## config.mk

```make
export PLATFORM = sky130hd
export DESIGN_NAME = seg_xlate
export DESIGN_NICKNAME = d
export VERILOG_FILES = /design/src/rtl/seg_xlate_pkg.sv /design/src/rtl/seg_table.sv /design/src/rtl/seg_select.sv /design/src/rtl/seg_check.sv /design/src/rtl/seg_xlate.sv
export SDC_FILE = /design/constraint.sdc
export NUM_CORES = 2
export LEC_CHECK = 0
export ABC_AREA = 1
export BUFFER_PORTS_ARGS = -buffer_cell sky130_fd_sc_hd__buf_2
export CORE_MARGIN = 8
export CORE_UTILIZATION = 30
export CTS_BUF_LIST = sky130_fd_sc_hd__clkbuf_16
export CTS_CLUSTER_SIZE = 20
export DETAILED_ROUTE_END_ITERATION = 8
export PLACE_DENSITY = 0.42
export SETUP_SLACK_MARGIN = 0.1
export SLEW_MARGIN = 30
export SYNTH_ARGS = -nofsm -noshare
export SYNTH_HDL_FRONTEND = slang
export SYNTH_SLANG_ARGS = --single-unit
```

## constraint.sdc

```tcl
create_clock -name clk -period 4.9 [get_ports clk]
set_clock_uncertainty 0.05 [all_clocks]
set_input_delay 0.245 -clock clk [delete_from_list [all_inputs] [get_ports clk]]
set_output_delay 0.245 -clock clk [all_outputs]
set_load 0.05 [all_outputs]
```

## src/rtl/seg_xlate_pkg.sv

```systemverilog
package seg_xlate_pkg;
    typedef enum logic [0:0] {
        ACC_DATA  = 1'b0,
        ACC_FETCH = 1'b1
    } acc_kind_e;

    typedef enum logic [0:0] {
        SEL_EXPLICIT = 1'b0,
        SEL_IMPLICIT = 1'b1
    } sel_mode_e;
endpackage

```

## src/rtl/seg_table.sv

```systemverilog
module seg_table #(
    parameter int SEG_W = 3,
    parameter int PA_W  = 32
) (
    input  logic             clk,
    input  logic             rst_n,
    input  logic             wr_en,
    input  logic             wr_priv,
    input  logic [SEG_W-1:0] wr_idx,
    input  logic             wr_vld,
    input  logic [PA_W-1:0]  wr_base,
    input  logic [PA_W-1:0]  wr_bnd,
    input  logic [SEG_W-1:0] rd_idx,
    output logic             rd_vld,
    output logic [PA_W-1:0]  rd_base,
    output logic [PA_W-1:0]  rd_bnd
);
    localparam int NUM_SEG = 1 << SEG_W;

    typedef struct packed {
        logic            vld;
        logic [PA_W-1:0] base;
        logic [PA_W-1:0] bnd;
    } ent_t;

    ent_t [NUM_SEG-1:0] tbl_d, tbl_q;
    logic               wr_ok;

    assign wr_ok = wr_en & wr_priv;

    for (genvar gi = 0; gi < NUM_SEG; gi++) begin : g_ent
        always_comb begin
            tbl_d[gi] = tbl_q[gi];
            if (wr_ok && (wr_idx == SEG_W'(gi))) begin
                tbl_d[gi].vld  = wr_vld;
                tbl_d[gi].base = wr_base;
                tbl_d[gi].bnd  = wr_bnd;
            end
        end
    end

    always_ff @(posedge clk) begin
        if (!rst_n) begin
            tbl_q <= '0;
        end else begin
            tbl_q <= tbl_d;
        end
    end

    assign rd_vld  = tbl_q[rd_idx].vld;
    assign rd_base = tbl_q[rd_idx].base;
    assign rd_bnd  = tbl_q[rd_idx].bnd;
endmodule

```

## src/rtl/seg_select.sv

```systemverilog
module seg_select
    import seg_xlate_pkg::*;
#(
    parameter int EA_W     = 32,
    parameter int SEG_W    = 3,
    parameter int CODE_IDX = 0,
    parameter int DATA_IDX = 1
) (
    input  logic [EA_W-1:0]  ea,
    input  acc_kind_e        kind,
    input  sel_mode_e        mode,
    output logic [SEG_W-1:0] idx,
    output logic [EA_W-1:0]  off
);
    localparam int OFF_W = EA_W - SEG_W;

    always_comb begin
        if (mode == SEL_IMPLICIT) begin
            idx = (kind == ACC_FETCH) ? SEG_W'(CODE_IDX) : SEG_W'(DATA_IDX);
            off = ea;
        end else begin
            idx = ea[EA_W-1:OFF_W];
            off = {{SEG_W{1'b0}}, ea[OFF_W-1:0]};
        end
    end
endmodule

```

## src/rtl/seg_check.sv

```systemverilog
module seg_check #(
    parameter int EA_W = 32,
    parameter int PA_W = 32
) (
    input  logic            vld,
    input  logic [PA_W-1:0] base,
    input  logic [PA_W-1:0] bnd,
    input  logic [EA_W-1:0] off,
    output logic [PA_W-1:0] pa,
    output logic            fault
);
    localparam int SUM_W = ((PA_W > EA_W) ? PA_W : EA_W) + 1;

    logic [SUM_W-1:0] sum_w;
    logic [SUM_W-1:0] bnd_w;
    logic             ok;

    always_comb begin
        sum_w = SUM_W'(base) + SUM_W'(off);
        bnd_w = SUM_W'(bnd);
        ok    = vld && (sum_w < bnd_w);
        fault = !ok;
        pa    = ok ? sum_w[PA_W-1:0] : '0;
    end
endmodule

```

## src/rtl/seg_xlate.sv

```systemverilog
module seg_xlate
    import seg_xlate_pkg::*;
#(
    parameter int EA_W     = 32,
    parameter int PA_W     = 32,
    parameter int SEG_W    = 3,
    parameter int CODE_IDX = 0,
    parameter int DATA_IDX = 1
) (
    input  logic             clk,
    input  logic             rst_n,
    input  logic             cfg_we,
    input  logic             cfg_priv,
    input  logic [SEG_W-1:0] cfg_idx,
    input  logic             cfg_valid,
    input  logic [PA_W-1:0]  cfg_base,
    input  logic [PA_W-1:0]  cfg_bound,
    input  logic             req_valid,
    input  logic [EA_W-1:0]  req_ea,
    input  logic             req_is_fetch,
    input  logic             req_implicit,
    output logic             rsp_valid,
    output logic [PA_W-1:0]  rsp_pa,
    output logic             rsp_fault
);
    typedef struct packed {
        logic            vld;
        logic [PA_W-1:0] pa;
        logic            flt;
    } rsp_t;

    rsp_t             rsp_d, rsp_q;
    logic [SEG_W-1:0] sel_idx;
    logic [EA_W-1:0]  sel_off;
    logic             ent_vld;
    logic [PA_W-1:0]  ent_base, ent_bnd;
    logic [PA_W-1:0]  chk_pa;
    logic             chk_fault;
    acc_kind_e        kind;
    sel_mode_e        mode;

    assign kind = req_is_fetch ? ACC_FETCH : ACC_DATA;
    assign mode = req_implicit ? SEL_IMPLICIT : SEL_EXPLICIT;

    seg_select #(
        .EA_W(EA_W), .SEG_W(SEG_W), .CODE_IDX(CODE_IDX), .DATA_IDX(DATA_IDX)
    ) u_select (
        .ea(req_ea), .kind(kind), .mode(mode), .idx(sel_idx), .off(sel_off)
    );

    seg_table #(.SEG_W(SEG_W), .PA_W(PA_W)) u_table (
        .clk(clk), .rst_n(rst_n),
        .wr_en(cfg_we), .wr_priv(cfg_priv), .wr_idx(cfg_idx),
        .wr_vld(cfg_valid), .wr_base(cfg_base), .wr_bnd(cfg_bound),
        .rd_idx(sel_idx), .rd_vld(ent_vld), .rd_base(ent_base), .rd_bnd(ent_bnd)
    );

    seg_check #(.EA_W(EA_W), .PA_W(PA_W)) u_check (
        .vld(ent_vld), .base(ent_base), .bnd(ent_bnd), .off(sel_off),
        .pa(chk_pa), .fault(chk_fault)
    );

    always_comb begin
        rsp_d     = '0;
        rsp_d.vld = req_valid;
        if (req_valid) begin
            rsp_d.pa  = chk_pa;
            rsp_d.flt = chk_fault;
        end
    end

    always_ff @(posedge clk) begin
        if (!rst_n) begin
            rsp_q <= '0;
        end else begin
            rsp_q <= rsp_d;
        end
    end

    assign rsp_valid = rsp_q.vld;
    assign rsp_pa    = rsp_q.pa;
    assign rsp_fault = rsp_q.flt;
endmodule

```

==> flow_summary.json <==
{
  "finalPower_mw": 11.29,
  "finalHoldViolations": 0,
  "yosys_most_used_dff": "dfxtp_1",
  "cts_buffers": 69,
  "cts_root_buf": "clkbuf_16",
  "dp_hpwl_um": 65620,
  "slew_headroom": 0.3312,
  "ys_async_sr_fraction": 0,
  "layout-drive-gt1-share": 0.1111,
  "port_buffers": 140,
  "cap_violations": 0,
  "cts_setup_buffers": 0,
  "status": "finished, final reports clean",
  "r2r-end": "rsp_pa[20]",
  "start_kind": "input pin",
  "postSynthAreaPerCell_um2": 6.755,
  "setup_slack_ns": 0.6683,
  "crit_family": "simple AND/OR/NAND/NOR gates",
  "yosys_register_bits": 554,
  "dr_total_vias": 25730,
  "dpl.cell_count": 4957,
  "utilization": 0.3591,
  "yosysWarnings": 0,
  "layout_common_cells": "1199 x nor2_1, 697 x o21ai_0, 554 x dfxtp_1, 423 x nand2_1, 220 x nand3_1",
  "dieArea_mm2": 0.09623,
  "pre_cts_ws_ns": 0.04601,
  "first_iter_violations": 2004,
  "p_leak_nw": 13.94,
  "crit_type": "input pin to flop",
  "layout_commonest_cell": "nor2_1",
  "hp-class": "input pin to flop",
  "syn_inst": 3844,
  "final_area_mm2": 0.03096,
  "holdCritStartpoint": "rst_n",
  "antenna_found_initial": 8,
  "p_per_area_mw_per_mm2": 364.6,
  "final_cells": 5148,
  "clock_sinks": 554,
  "track_usage": 0.2221,
  "grt_pass1_vias": 25340,
  "cp_slowest_cell": "o21ai_0",
  "tns_ns": 0,
  "whs_ns": 0.1224,
  "finalCriticalPeriod_ns": 4.232,
  "viasPerCell": 4.998,
  "insertion_delay_ns": 0.63,
  "min_to": "u_table.tbl_q[221]",
  "fmax_ghz": 0.2363,
  "arrival_ns": 4.69,
  "routedWlPerCell_um": 21.27,
  "place.gp.congestion": 0.8962,
  "drt_wl_total_um": 109500,
  "final_nets": 4110,
  "grt_max_degree": 159,
  "max-vdd-ir-drop_v": 0.0002159,
  "areaGrowthSynthToFinish_pct": 19.23,
  "core-area_mm2": 0.08621,
  "syn_area_mm2": 0.02597,
  "synth_cell_types": 42,
  "cp_max_fo": 18,
  "rsz0062_at_grt": "no",
  "fp.dieH_um": 310.2,
  "crit_path_end_kind": "flop",
  "clk_pin_slew_ns": 0.06,
  "start_util": 0.3012,
  "tightest_slew_ns": 0.9927,
  "reg2reg_slack_ns": 0.69,
  "cp_slowest_stage_delay_ns": 0.30,
  "cts_tree": "built",
  "period_share": 0.8636,
  "cp.required_ns": 5.36,
  "dpl_cell_area_mm2": 0.02816,
  "dr.pass1.iters": 6,
  "ys_seq_area_frac": 0.4271,
  "num_rows": 108,
  "finalMaxSlewViolations": 0,
  "synth_edf_count": 0,
  "grt_pass1_wl_um": 162800,
  "h-tree-depth": 3,
  "io-pin-count": 141,
  "crit_top_cell": "nand2_1",
  "worstRegToRegCells": 27,
  "syn-num-nets": 4015,
  "reg2reg_from": "u_table.tbl_q[32]",
  "antenna_left": 0,
  "cts_max_path_buffers": 3,
  "whs_path_depth": 3,
  "grt_overflow": 0,
  "setup_viol": 0,
  "drc_errors": 0,
  "crit_buf_inv": 6,
  "die_w_um": 310.2
}
-- what timing repair did --
| action | CTS | global route |
|---|---|---|
| resized for setup | 0 | 0 |
| hold buffers | 66 | 0 |
| endpoints found under the hold margin | 522 | 0 |
| setup endpoints to repair | 0 | 0 |
-- cells in the mapped netlist (all sizes together) (3+ instances only) --
library cell	number	share of area
nor2	1238	0.18
a21oi	56	0.011
nand2	430	0.063
o22ai	31	0.0075
buf	26	0.0055
ha	63	0.030
xnor2	8	0.0027
clkbuf	307	0.047
dfxtp	554	0.43
xor2	17	0.0057
or2	3	0.00072
nor4	5	0.0012
o221ai	33	0.011
a21o	10	0.0029
o21bai	4	0.0012
nand4	6	0.0014
inv	115	0.017
o21ai	699	0.13
nand3	222	0.043
nor3	6	0.0013
-- worst reg2reg max path: cells and delay by family, from the launching register on --
family | cells | cell delay, ns
AND/OR/NAND/NOR | 19 | 1.94
adder cells (fa/ha/maj) | 3 | 0.91
flip-flops | 1 | 0.43
buffers and inverters | 3 | 0.37
AO/OA/AOI/OAI | 1 | 0.23
XOR/XNOR | 1 | 0.19
-- routing by layer --
| metal | vias up | share of wire | GRT usage |
|---|---|---|---|
| met5 | - | 0 | 0 |
| li1 | 12690 | - | - |
| met1 | 12240 | 0.46 | 0.2948 |
| met2 | 631 | 0.46 | 0.3659 |
| met4 | 0 | 0.033 | 0.07318 |
| met3 | 173 | 0.053 | 0.03666 |
-- worst max path at each step --
stage          slack, ns         end              start  depth (start not counted)
3_3_place_gp        0.16   rsp_pa[1]       req_implicit                         27
6_report            0.67  rsp_pa[20]       req_implicit                         34
3_5_place_dp        0.05  rsp_pa[20]       req_implicit                         32
5_1_grt             0.22  rsp_pa[20]       req_implicit                         34
4_1_cts             0.68  rsp_pa[20]  u_table.tbl_q[32]                         27
2_1_floorplan       0.58   rsp_pa[6]       req_implicit                         31
-- state kept, by name, summed over array words and instances (netlist names) --
| register | cells |
|---|---|
| rsp_fault | 1 |
| rsp_pa | 32 |
| rsp_valid | 1 |
| u_table.tbl_q | 520 |
-- area by class of cell --
class	count	area [um2]
well taps	1155	1445
diodes	5	12.51
repair buffers	357	2659
multi-input cells	2842	13160
fillers	9383	55250
inverters	115	459.2
clock inverters	49	355.3
flip-flops and latches	554	11090
clock buffers	71	1777
-- cells by family (layout without fill, tap and decap cells) --
| family | Yosys count | count (layout) | share of synthesized area |
|---|---|---|---|
| and+or+nand+nor | 1913 | 1913 | 0.2934 |
| AOI/OAI and AO/OA | 840 | 840 | 0.1704 |
| DFF | 554 | 554 | 0.4271 |
| buffers and inverters | 448 | 592 | 0.06953 |
| adders and majority gates | 64 | 64 | 0.03113 |
| xor gates and xnor gates | 25 | 25 | 0.008432 |
| other | 0 | 5 | 0 |
-- where the power goes --
group / internal [mW] / leakage, nW / switching [mW]
Clock: 2.79 / 1.11 / 2.11
Sequential: 4.61 / 4.48 / 0.0477
Combinational: 0.595 / 8.35 / 1.13
Total: 7.99 / 13.9 / 3.30
Power figures use the tool's default switching activity.
